--- src/rtl/mcs_pkg.sv ---
package mcs_pkg;
  localparam int FREQ_W  = 4;
  localparam int DUTY_W  = 3;
  localparam int PHASES  = 8;
  localparam int STEP_AW = 16;

  // a period/duty pair is usable when at least one high step remains
  function automatic bit pair_ok(int f, int d);
    return (f >= 2) && ((d + 1) <= (f / 2));
  endfunction
endpackage

--- src/rtl/mcs_cfg_reg.sv ---
module mcs_cfg_reg #(
  parameter int FW    = mcs_pkg::FREQ_W,
  parameter int DW    = mcs_pkg::DUTY_W,
  parameter int DEF_F = 8,
  parameter int DEF_D = 0
) (
  input  logic          clk,
  input  logic          rst,
  input  logic          load,
  input  logic [FW-1:0] freq_in,
  input  logic [DW-1:0] dmode_in,
  output logic [FW-1:0] cap_per,
  output logic [FW-1:0] cap_high,
  output logic          err_q
);
  localparam logic [FW-1:0] DEF_PER  = FW'(DEF_F);
  localparam logic [FW-1:0] DEF_HIGH = FW'(DEF_F / 2 - DEF_D);

  logic          in_ok;
  logic [FW-1:0] per_q, high_q;

  assign in_ok = mcs_pkg::pair_ok(int'(freq_in), int'(dmode_in));

  always_comb begin
    if (in_ok) begin
      cap_per  = freq_in;
      cap_high = (freq_in >> 1) - FW'(dmode_in);
    end else if (rst) begin
      cap_per  = DEF_PER;
      cap_high = DEF_HIGH;
    end else begin
      cap_per  = per_q;
      cap_high = high_q;
    end
  end

  always_ff @(posedge clk) begin
    if (rst || load) begin
      per_q  <= cap_per;
      high_q <= cap_high;
    end
    err_q <= !in_ok;
  end


  illegal_hold_chk: assert property (@(posedge clk) disable iff (rst)
    !in_ok |=> (per_q == $past(per_q)) && (high_q == $past(high_q)));


  midperiod_hold_chk: assert property (@(posedge clk) disable iff (rst)
    !load |=> $stable(per_q) && $stable(high_q));


  high_range_chk: assert property (@(posedge clk) disable iff (rst)
    (high_q >= FW'(1)) && (high_q < per_q));
endmodule

--- src/rtl/mcs_step_path.sv ---
module mcs_step_path #(
  parameter int AW = mcs_pkg::STEP_AW
) (
  input  logic          clk,
  input  logic          rst,
  input  logic          load,
  input  logic [AW-1:0] rst_val,
  input  logic [AW-1:0] base,
  input  logic [AW-1:0] step,
  input  logic [AW-1:0] tick,
  output logic          hit,
  output logic [AW-1:0] acc_q
);
  always_ff @(posedge clk) begin
    if (rst)       acc_q <= rst_val;
    else if (load) acc_q <= base + step;
  end

  assign hit = (tick == acc_q);


  ahead_chk: assert property (@(posedge clk) disable iff (rst)
    hit |=> (acc_q != tick));
endmodule

--- src/rtl/mcs_edge_toggle.sv ---
module mcs_edge_toggle (
  input  logic clk,
  input  logic rst,
  input  logic ev_set,
  input  logic ev_clr,
  output logic q
);
  always_ff @(posedge clk) begin
    if (rst) q <= 1'b0;
    else     q <= q ^ (ev_set | ev_clr);
  end


  rise_lvl_chk: assert property (@(posedge clk) disable iff (rst)
    ev_set |=> q);


  fall_lvl_chk: assert property (@(posedge clk) disable iff (rst)
    ev_clr |=> !q);


  no_clash_chk: assert property (@(posedge clk) disable iff (rst)
    !(ev_set && ev_clr));
endmodule

--- src/rtl/mcs_duty_synth.sv ---
module mcs_duty_synth #(
  parameter int FW    = mcs_pkg::FREQ_W,
  parameter int DW    = mcs_pkg::DUTY_W,
  parameter int NPH   = mcs_pkg::PHASES,
  parameter int AW    = mcs_pkg::STEP_AW,
  parameter int DEF_F = 8,
  parameter int DEF_D = 0
) (
  input  logic                   clk,
  input  logic                   rst,
  input  logic [FW-1:0]          freq_in,
  input  logic [DW-1:0]          dmode_in,
  output logic [$clog2(NPH)-1:0] sel_rise,
  output logic [$clog2(NPH)-1:0] sel_fall,
  output logic                   clk_out,
  output logic                   cfg_err
);
  localparam int SEL_W = $clog2(NPH);
  localparam int NPATH = 2;

  logic [AW-1:0] tick_q;
  logic [FW-1:0] cap_per, cap_high;
  logic [AW-1:0] per_ext, high_ext;
  logic [AW-1:0] acc [NPATH];
  logic [NPATH-1:0] hit;

  always_ff @(posedge clk) begin
    if (rst) tick_q <= '0;
    else     tick_q <= tick_q + AW'(1);
  end

  mcs_cfg_reg #(.FW(FW), .DW(DW), .DEF_F(DEF_F), .DEF_D(DEF_D)) u_cfg (
    .clk(clk), .rst(rst), .load(hit[0]),
    .freq_in(freq_in), .dmode_in(dmode_in),
    .cap_per(cap_per), .cap_high(cap_high), .err_q(cfg_err)
  );

  assign per_ext  = AW'(cap_per);
  assign high_ext = AW'(cap_high);

  // path 0 schedules rises, path 1 schedules falls; both reload on a rise
  for (genvar g = 0; g < NPATH; g++) begin : g_path
    logic [AW-1:0] step_g, rst_g;
    if (g == 0) begin : g_rise
      assign step_g = per_ext;
      assign rst_g  = per_ext;
    end else begin : g_fall
      assign step_g = high_ext;
      assign rst_g  = per_ext + high_ext;
    end
    mcs_step_path #(.AW(AW)) u_path (
      .clk(clk), .rst(rst), .load(hit[0]),
      .rst_val(rst_g), .base(acc[0]), .step(step_g),
      .tick(tick_q), .hit(hit[g]), .acc_q(acc[g])
    );
  end

  mcs_edge_toggle u_tog (
    .clk(clk), .rst(rst), .ev_set(hit[0]), .ev_clr(hit[1]), .q(clk_out)
  );

  assign sel_rise = acc[0][SEL_W-1:0];
  assign sel_fall = acc[1][SEL_W-1:0];


  period_step_chk: assert property (@(posedge clk) disable iff (rst)
    hit[0] |=> ((acc[0] - $past(acc[0])) == $past(per_ext)));


  fall_offset_chk: assert property (@(posedge clk) disable iff (rst)
    hit[0] |=> ((acc[1] - $past(acc[0])) == $past(high_ext)));
endmodule

--- config.mk ---
export PLATFORM = sky130hd
export DESIGN_NAME = mcs_duty_synth
export DESIGN_NICKNAME = d
export VERILOG_FILES = /design/src/rtl/mcs_pkg.sv /design/src/rtl/mcs_cfg_reg.sv /design/src/rtl/mcs_step_path.sv /design/src/rtl/mcs_edge_toggle.sv /design/src/rtl/mcs_duty_synth.sv
export SDC_FILE = /design/constraint.sdc
export NUM_CORES = 1
export LEC_CHECK = 0
export ABC_CLOCK_PERIOD_IN_PS = 5000
export CAP_MARGIN = 20
export CORE_AREA = 10 10 94 96
export CTS_CLUSTER_SIZE = 12
export DETAILED_ROUTE_END_ITERATION = 6
export DIE_AREA = 0 0 104 106
export PLACE_DENSITY = 0.75
export SYNTH_ARGS = -nofsm -noshare
export SYNTH_HDL_FRONTEND = slang
export SYNTH_SLANG_ARGS = --single-unit
--- constraint.sdc ---
create_clock -name clk -period 5 [get_ports clk]
set_input_delay 1 -clock clk [delete_from_list [all_inputs] [get_ports clk]]
set_output_delay 1 -clock clk [all_outputs]
set_load 0.02 [all_outputs]
Word-level counts from Yosys, hierarchy flattened
Cells that the tools add are included.
{"block": "classes", "n_reduce_logical": 4, "n_eq_ne": 2, "magnitude_cmp": 2, "bitwise_logic": 2, "shifts": 0, "muxes": 8, "n_mul": 0, "div": 0, "add_sub_neg": 6}
{"op": "$add A16 B4 Y16", "count": 2}
{"op": "$eq A16 B16 Y1", "count": 2}
{"op": "$le A32 B4 Y1", "count": 1}
{"op": "$mux W16", "count": 2}
{"op": "$mux W4", "count": 6}
{"op": "$add A16 B1 Y16 const B", "count": 1}
{"op": "$add A4 B4 Y5", "count": 1}
{"op": "$add A3 B1 Y4 const B", "count": 1}
{"op": "$ge A4 B2 Y1 const B", "count": 1}
{"op": "$sub A3 B3 Y4", "count": 1}
{"op": "$reduce_bool A2 Y1", "count": 1}
{"op": "$logic_and A1 B1 Y1", "count": 1}
{"op": "$logic_not A1 Y1", "count": 1}
{"op": "$logic_or A1 B1 Y1", "count": 1}
{"op": "$or A1 B1 Y1", "count": 1}
{"op": "$xor A1 B1 Y1", "count": 1}
{"block": "totals", "inputBits": 9, "latch_bits": 0, "reg_bits": 58, "n_memories": 0, "mem_bits_rw": 0, "romBits": 0, "output_inout_bits": 8, "wordCells": 32}

Depth between registers and ports, before layout
Gate-level depths: netlist of the first run.
{"block": "logic_depth", "word_depth": 7, "ltp_mapped": 16, "depth_no_buf": 15}

Modules after synthesis
From an unflattened synthesis of the first run, not the netlist that was laid out.
{"block": "hier_totals", "hier_cells": 496, "area_unflattened_um2": 4669.5}
{"mod": "mcs_step_path", "n_inst": 2, "area_per_inst_um2": 1596.5, "seq_area_each_um2": 480.5, "cells_per_inst": 176}
{"mod": "mcs_duty_synth", "n_inst": 1, "area_per_inst_um2": 824.5, "seq_area_each_um2": 320.3, "cells_per_inst": 88}
{"mod": "mcs_cfg_reg", "n_inst": 1, "area_per_inst_um2": 609.3, "seq_area_each_um2": 260.2, "cells_per_inst": 52}
{"mod": "mcs_edge_toggle", "n_inst": 1, "area_per_inst_um2": 42.5, "seq_area_each_um2": 20.0, "cells_per_inst": 4}

Worst setup path after synthesis of the first run
No wires, ideal clock.
{"block": "synth_timing", "path_type": "input port to flip-flop", "startpoint": "in dmode_in[0]", "endpoint": "reg g_path[1].u_path.acc_q[14] (data pin)", "stages": 16, "t_arrival_ns": 4.554, "slack_ns": 0.180, "path_buffers": 1, "setup_ns": 0.266, "required_ns": 4.734, "cell_sequence": "ha_1 ha_1 nor2b_1 o21ai_0 a32oi_1 a311oi_1 buf_2 mux2i_1 ha_1 inv_1 fa_1 nor2b_1 o21ai_0 a2111oi_0 xnor2_1 nor2_1"}
{"block": "synth_via", "elab_chain_cells": 7, "elab_cells_between_ends": 8, "cone_classes": "add/sub (3); order compare (1); mux (3); reduce/logical (1)"}
{"item": "from (decl)", "line_no": "mcs_duty_synth.sv:12", "rtl": "input logic [DW-1:0] dmode_in,"}
{"item": "$add A3 B1 Y4", "line_no": "mcs_pkg.sv:9", "rtl": "return (f >= 2) && ((d + 1) <= (f / 2));"}
{"item": "$le A32 B4 Y1", "line_no": "mcs_pkg.sv:9"}
{"item": "$logic_and A1 B1 Y1", "line_no": "mcs_pkg.sv:9"}
{"item": "$mux W4 *", "line_no": "mcs_cfg_reg.sv:25", "rtl": "if (in_ok) begin"}
{"item": "net cap_high[0]", "line_no": "mcs_duty_synth.sv:22", "rtl": "logic [FW-1:0] cap_per, cap_high;"}
{"item": "$add A16 B4 Y16 *", "line_no": "mcs_step_path.sv:16", "rtl": "else if (load) acc_q <= base + step;"}
{"item": "$mux W16 *", "line_no": "mcs_step_path.sv:16"}
{"item": "$mux W16 *", "line_no": "mcs_step_path.sv:15", "rtl": "if (rst) acc_q <= rst_val;"}
{"item": "to (signal assigned)", "line_no": "mcs_step_path.sv:15"}
{"item": "to (signal assigned)", "line_no": "mcs_step_path.sv:16"}
{"item": "to (decl)", "line_no": "mcs_step_path.sv:12", "rtl": "output logic [AW-1:0] acc_q"}
Mark *: on every way through the listed nets, which the timed path passes. The rest lies on a longest branch. The select of a mux whose other input is x is not followed.
A chain may end at the register's enable or synchronous reset.

Worst setup path after layout of the first run
{"block": "layout_timing", "startpoint": "in dmode_in[0]", "endpoint": "reg g_path[1].u_path.acc_q[12] (data pin)"}
Same word-level chain as after synthesis.

==> impl_metrics.yaml, run 1 <==
logic_synthesis:
  ys_seq_area_share_pct: 38.58
  ys_types: 47
  ys_ff_latch: 58
  synthCells: 374
  async_reset_ff_share_pct: 0
  yosys.area.top_type_share_pct: 22.51
  synth_nets: 408
  synth-edff-count: 28
  synth_top_cell_by_area: "edfxtp_1"
  synth-main-ff-cell: "dfxtp_1"
  yosys-top-cells-area: "edfxtp_1, dfxtp_1, xor2_1, ha_1, mux2i_1"
  syn_avg_cell_area_um2: 9.990
  yosys_warnings: 0
  synth_area_um2: 3736
route:
  routed_wl_um: 7643
  detail_route.iter0.violations: 275
  vias: 2676
  antenna_left: 0
  first_pass_iters: 4
  routed_via_density: 5.406
  drc: 0
  wire_per_inst_um: 15.44
finish:
  nFillCells: 619
  drive_gt1_share_pct: 13.89
  antennaDiodeCount: 0
  fin_area_um2: 4180
  utilization_pct: 59.22
  area_growth_pct: 11.89
  fin_nets: 425
clock_tree:
  clkTransAtPathRegs_ns: 0.06
  cts_buffers: 9
  postCtsSetupBuffers: 0
  cts_tree: "built"
  h-tree-depth: 3
  ctsLongestPathBuffers: 2
  clkLatencyLatePin_ns: 0.35
  cts_root_buffer: "clkbuf_8"
  clock-sinks: 58
power:
  total_power_w: 0.001483
  ir_worst_vdd_v: 0.0001647
  pwr_density_cell_nw_per_um2: 354.7
  p_leak_nw: 1.721
timing:
  rsz0062_at_grt: "no"
  max_freq_mhz: 210.6
  skew_ns: 0.01053
  finalCritPeriodShare_pct: 94.98
  worst_pin_slew_ns: 0.5973
  min_period_ns: 4.749
  hold_viol_final: 0
  setup_viol: 0
  slew_headroom_pct: 60.18
  slew_violations: 0
floorplan:
  coreArea_um2: 7059
  initial_core_util_pct: 52.92
  io_pins: 17
  dieArea_um2: 11020
  fp.dieH_um: 106
  num_rows: 31
  die_x_um: 104
setup_path:
  critical_path.most_common_cell: "ha_1"
  required_ns: 5.09
  rr_worst_depth: 5
  path_class: "input pin to flip-flop"
  r2r-start: "g_path[0].u_path.acc_q[10]"
  critPathMaxFanout: 5
  crit_path_cell_trace: "clkdlybuf4s50_1, ha_1, ha_1, nor2b_1, o21ai_0, a32oi_1, a311oi_2, mux2i_1, ha_1, inv_1, fa_1, nor2b_1, o21ai_0, buf_4, a211oi_1, xnor2_1, nor2_1"
  r2r_end: "u_cfg.per_q[2]"
  cp-startpoint: "dmode_in[0]"
  critPathLaunchType: "input pin"
  critPathMaxStageDelay_ns: 0.43
  crit_path_end_kind: "flip-flop"
  rrSetupSlack_ns: 2.41
  slowest_stage: "clkdlybuf4s50_1"
  arrival_ns: 4.84
global_routing:
  grt_util_met2_pct: 22.64
  grt_use_met1_pct: 18.29
  antenna_found_initial: 0
  grt_use_total_pct: 14.17
  grt_first_pass_wirelength_um: 12920
  grt_busiest_layer: "met2"
  grt_util_met3_pct: 2.295
  grt_pass1_vias: 2680
  gr-total-overflow: 0
  grt_max_degree: 38
min_path:
  holdPathEnd: "tick_q[0]"
  hp-class: "flip-flop to flip-flop"
  min_path_cells: 1
  worstHoldStart: "tick_q[0]"
placement:
  numPortBuffers: 16
  postPlaceCellArea_um2: 3994
  post-dp-hpwl_um: 5669
  place.gp.congestion: 0.8344
job:
  maxCapViolations: 0
run_status:
  status: "finished clean"
==> metrics by stage <==
stage | setup WS, ns | hold slack, ns | TNS, ns | std cells
2_1_floorplan | 0.1796 | 0.4467 | 0 | 374
3_3_place_gp | 0.07376 | 0.4686 | 0 | 479
3_5_place_dp | -0.1174 | 0.4945 | -0.2542 | 479
4_1_cts | 0.2312 | 0.5060 | 0 | 495
5_1_grt | 0.05615 | 0.5265 | 0 | 495
6_report | 0.2512 | 0.4939 | 0 | 495
==> power by group <==
group	internal, W	switching [W]	leakage (nW)	total, W
clock network	0.000227	0.000193	0.0974	0.000419
registers	0.000566	0.0000356	0.526	0.000602
logic	0.000210	0.000252	1.10	0.000462
==> cell usage after synthesis (7+ instances only) <==
library cell / n
nand3_1: 7
buf_2: 7
nor2b_1: 14
edfxtp_1: 28
mux2i_1: 18
dfxtp_1: 30
nor2_1: 35
xnor2_1: 16
inv_1: 17
nand2b_1: 9
ha_1: 21
or2_2: 7
nand2_1: 10
clkbuf_1: 8
nor4_1: 8
xor2_1: 42
a21oi_1: 15
mux2_2: 8
o21ai_0: 7
==> worst max-delay path: cells and delay by family <==
kind / cells / cell delay [ns]
buffers and inverters: 3 / 0.68
muxes: 1 / 0.37
AOI/OAI and AO/OA: 5 / 1.12
and+or+nand+nor: 3 / 0.32
adders and majority gates: 4 / 1.22
xor gates and xnor gates: 1 / 0.16
==> cell type report <==
| type | instances | area, um2 | area share (%) |
|---|---|---|---|
| clock buffers | 10 | 127.6 | 3.053 |
| repair buffers | 31 | 267.8 | 6.405 |
| multi-input cells | 274 | 2098 | 50.19 |
| inverters | 17 | 63.81 | 1.526 |
| clock inverters | 6 | 57.56 | 1.377 |
| flip-flops and latches | 58 | 1441 | 34.48 |
| well taps | 99 | 123.9 | 2.963 |
==> state kept, by name (all words and copies together), names as in the netlist <==
name	count
u_cfg.high_q	4
u_tog.q	1
u_cfg.err_q	1
tick_q	16
g_path.u_path.acc_q	32
u_cfg.per_q	4
==> cell families (layout without fill, tap and decap cells) <==
logic type	after synthesis	in the layout	share of synthesized area (%)
AO/OA/AOI/OAI	43	43	7.469
XOR/XNOR	58	58	13.60
adder cells (fa/ha/maj)	25	25	9.176
buffers and inverters	42	64	5.459
flip-flops	58	58	38.58
multiplexers	26	26	7.234
AND/OR/NAND/NOR	122	122	18.49
==> routing by layer <==
layer | vias to the layer above | wire length (um)
met2 | 47 | 3555
met4 | 0 | 168
li1 | 1343 | -
met3 | 15 | 271
met5 | - | 0
met1 | 1271 | 3647
==> repair_timing <==
action	4_1_cts	5_1_grt
hold buffers	0	0
endpoints found under the hold margin	0	0
endpoints found under the setup margin	0	1
resized for setup	0	1
==> placed cells by master, fill, tap and decap left out, drive strengths merged, types with 5 or more instances in the layout <==
master,Yosys,final
nand4,7,7
mux2i,18,18
nand3,7,7
nand2b,9,9
a21oi,15,15
ha,21,21
clkbuf,8,10
buf,17,16
mux2,8,8
inv,17,17
xor2,42,42
nor2,35,35
o21ai,7,7
clkinv,0,5
clkdlybuf4s50,0,15
dfxtp,30,30
or2,7,7
xnor2,16,16
nor4,12,12
nand2,10,10
edfxtp,28,28
nor2b,14,14
==> how the worst max path moves through the flow <==
stage,cells after the start,endpoint,slack [ns]
floorplan,16,g_path[1].u_path.acc_q[14],0.18
global placement,16,g_path[1].u_path.acc_q[14],0.07
detailed placement,16,g_path[1].u_path.acc_q[14],-0.12
CTS,16,g_path[1].u_path.acc_q[14],0.23
global route,16,g_path[1].u_path.acc_q[14],0.06
finish,17,g_path[1].u_path.acc_q[12],0.25
No activity file was read; power rests on OpenSTA's default activity.
==> run 2: changes to the inputs <==
--- a/config.mk
+++ b/config.mk
@@ -7,10 +7,10 @@
 export LEC_CHECK = 0
 export ABC_CLOCK_PERIOD_IN_PS = 5000
 export CAP_MARGIN = 20
-export CORE_AREA = 10 10 94 96
+export CORE_AREA = 2 2 86 88
 export CTS_CLUSTER_SIZE = 12
 export DETAILED_ROUTE_END_ITERATION = 6
-export DIE_AREA = 0 0 104 106
+export DIE_AREA = 0 0 88 90
 export PLACE_DENSITY = 0.75
 export SYNTH_ARGS = -nofsm -noshare
 export SYNTH_HDL_FRONTEND = slang
==> run 2 against run 1 <==
Compared with the run above:
- non-clock buffer count decreased by 2
- count of clock-buffer cells in the layout decreased by 1
- flip-flop and latch count unchanged
- clock power up 13%
- maximum frequency rose by 2.6%
==> impl_metrics.yaml, run 2 (same netlist as run 1, synthesis figures left out) <==
run_status:
  status: "finished clean"
finish:
  mostFrequentLayoutCells: "xor2_1, nor2_1, dfxtp_1, edfxtp_1, ha_1"
  area_growth_pct: 12.32
  utilization_pct: 59.78
  largest_register_ffs: 32
  drive_gt1_share_pct: 13.96
  largestRegisters: "g_path.u_path.acc_q x32, tick_q x16"
  final_common_cell: "xor2_1"
  antennaDiodeCount: 0
  fin_nets: 423
  largest_register: "g_path.u_path.acc_q"
clock_tree:
  postCtsSetupBuffers: 0
  clock-sinks: 58
  cts_root_buffer: "clkbuf_8"
  cts_tree: "built"
  cts_buffers: 9
  cts-hold-fix-buffers: 0
  h-tree-depth: 3
  cts_resized: 0
  clkTransAtPathRegs_ns: 0.06
  clkLatencyLatePin_ns: 0.34
  ctsLongestPathBuffers: 2
timing:
  slew_violations: 0
  tns_ns: 0
  rsz0062_at_grt: "no"
  setup_viol: 0
  min_period_ns: 4.627
  finalCritPeriodShare_pct: 92.54
  worst_pin_slew_ns: 0.6335
  max_freq_mhz: 216.1
  skew_ns: 0.01155
  slew_headroom_pct: 57.77
  hold_viol_final: 0
global_routing:
  antenna_found_initial: 0
  grt_first_pass_wirelength_um: 12860
  grt_use_total_pct: 20.86
  grt_pass1_vias: 2700
  gr-total-overflow: 0
  grt_max_degree: 37
setup_path:
  path_delay_family: "adder cells"
  critPathBufInv: 5
  slowest_stage: "clkdlybuf4s50_1"
  path_class: "input pin to flip-flop"
  critPathMaxFanout: 9
  critPathLaunchType: "input pin"
  critical_path.most_common_cell: "ha_1"
  rrSetupSlack_ns: 2.48
  required_ns: 5.22
  critPathMaxStageDelay_ns: 0.49
  crit_path_cell_trace: "clkdlybuf4s50_1, ha_1, ha_1, nor2b_1, o21ai_0, a32oi_1, a311oi_2, buf_4, mux2_2, ha_1, inv_1, fa_1, inv_1, a21o_1, a21oi_1, buf_4, nor4b_1, mux2_2"
  crit_path_end_kind: "flip-flop"
  arrival_ns: 4.85
route:
  drc: 0
  detail_route.iter0.violations: 107
  routed_wl_um: 7412
  wire_per_inst_um: 15.03
  first_pass_iters: 4
  routed_via_density: 5.434
  antenna_left: 0
  vias: 2679
power:
  ir_worst_vdd_v: 0.0001424
  pwr_density_cell_nw_per_um2: 365.4
  p_leak_nw: 1.719
floorplan:
  dieArea_um2: 7920
  num_rows: 31
  coreArea_um2: 7020
  fp.dieH_um: 90
  initial_core_util_pct: 53.22
  die_x_um: 88
  io_pins: 17
min_path:
  hp-class: "flip-flop to flip-flop"
placement:
  place.gp.congestion: 0.8583
  post-dp-hpwl_um: 5470
  numPortBuffers: 16
job:
  maxCapViolations: 0
## run 2: cell types whose count changed in the layout (fill, tap and decap cells not counted), sizes merged
cell / delta
clkbuf: -1
clkinv: -2
clkinvlp: +2
bufinv: +1
buf: -2
## run 2: routing by layer
layer,vias up,track usage (%),wire (um)
met5,-,0,0
met4,0,10.26,220
met3,17,4.316,226
met2,44,30.74,3376
met1,1280,28.86,3588
li1,1338,-,-
## run 2: stage by stage
| step | std cells | setup slack (ns) | total power, W | cell area (um2) | hold WS [ns] |
|---|---|---|---|---|---|
| after detailed placement | 477 | 0.02327 | 0.001067 | 3979 | 0.4862 |
| after CTS | 493 | 0.3717 | 0.001544 | 4197 | 0.5167 |
| after global routing | 493 | 0.07486 | 0.001620 | 4197 | 0.5758 |
| after global placement | 477 | 0.1037 | 0.001055 | 3979 | 0.4802 |
| after floorplan | 374 | 0.1796 | 0.0009312 | 3736 | 0.4467 |
| final | 493 | 0.3730 | 0.001533 | 4197 | 0.5115 |
## run 2: worst register-to-register path, cell delays in order, from the launching register on
cell      delay, ns
dfxtp_1        0.54
xor2_1         0.13
nor4_2         0.33
nand4_2        0.47
nand2b_1       0.31
buf_4          0.39
## run 2: where the power goes
| group | internal [W] | switching, W | leakage (nW) |
|---|---|---|---|
| combinational | 0.000206 | 0.000250 | 1.09 |
| sequential | 0.000566 | 0.0000360 | 0.526 |
| clock | 0.000279 | 0.000196 | 0.105 |
## run 2: final timing paths
| kind | from | end | depth (start not counted) |
|---|---|---|---|
| setup reg to reg | g_path[0].u_path.acc_q[10] | g_path[0].u_path.acc_q[0] | 5 |
| hold / removal | tick_q[0] | tick_q[0] | 1 |
| setup / recovery | dmode_in[1] | g_path[0].u_path.acc_q[14] | 18 |
| hold reg to reg | tick_q[0] | tick_q[0] | 1 |
## run 2: cell type report
type / count / area, um2
flip-flops and latches: 58 / 1441
fillers: 589 / 2824
inverters: 17 / 63.81
repair buffers: 29 / 252.7
well taps: 99 / 123.9
clock inverters: 7 / 93.84
multi-input cells: 274 / 2097
clock buffers: 9 / 123.9
==> run 3: changes to the inputs <==
--- a/config.mk
+++ b/config.mk
@@ -11,6 +11,7 @@
 export CTS_CLUSTER_SIZE = 12
 export DETAILED_ROUTE_END_ITERATION = 6
 export DIE_AREA = 0 0 88 90
+export HOLD_SLACK_MARGIN = 0.08
 export PLACE_DENSITY = 0.75
 export SYNTH_ARGS = -nofsm -noshare
 export SYNTH_HDL_FRONTEND = slang
==> results of run 3 <==
No change in the layout: final DEF, timing and power equal those of run 2.
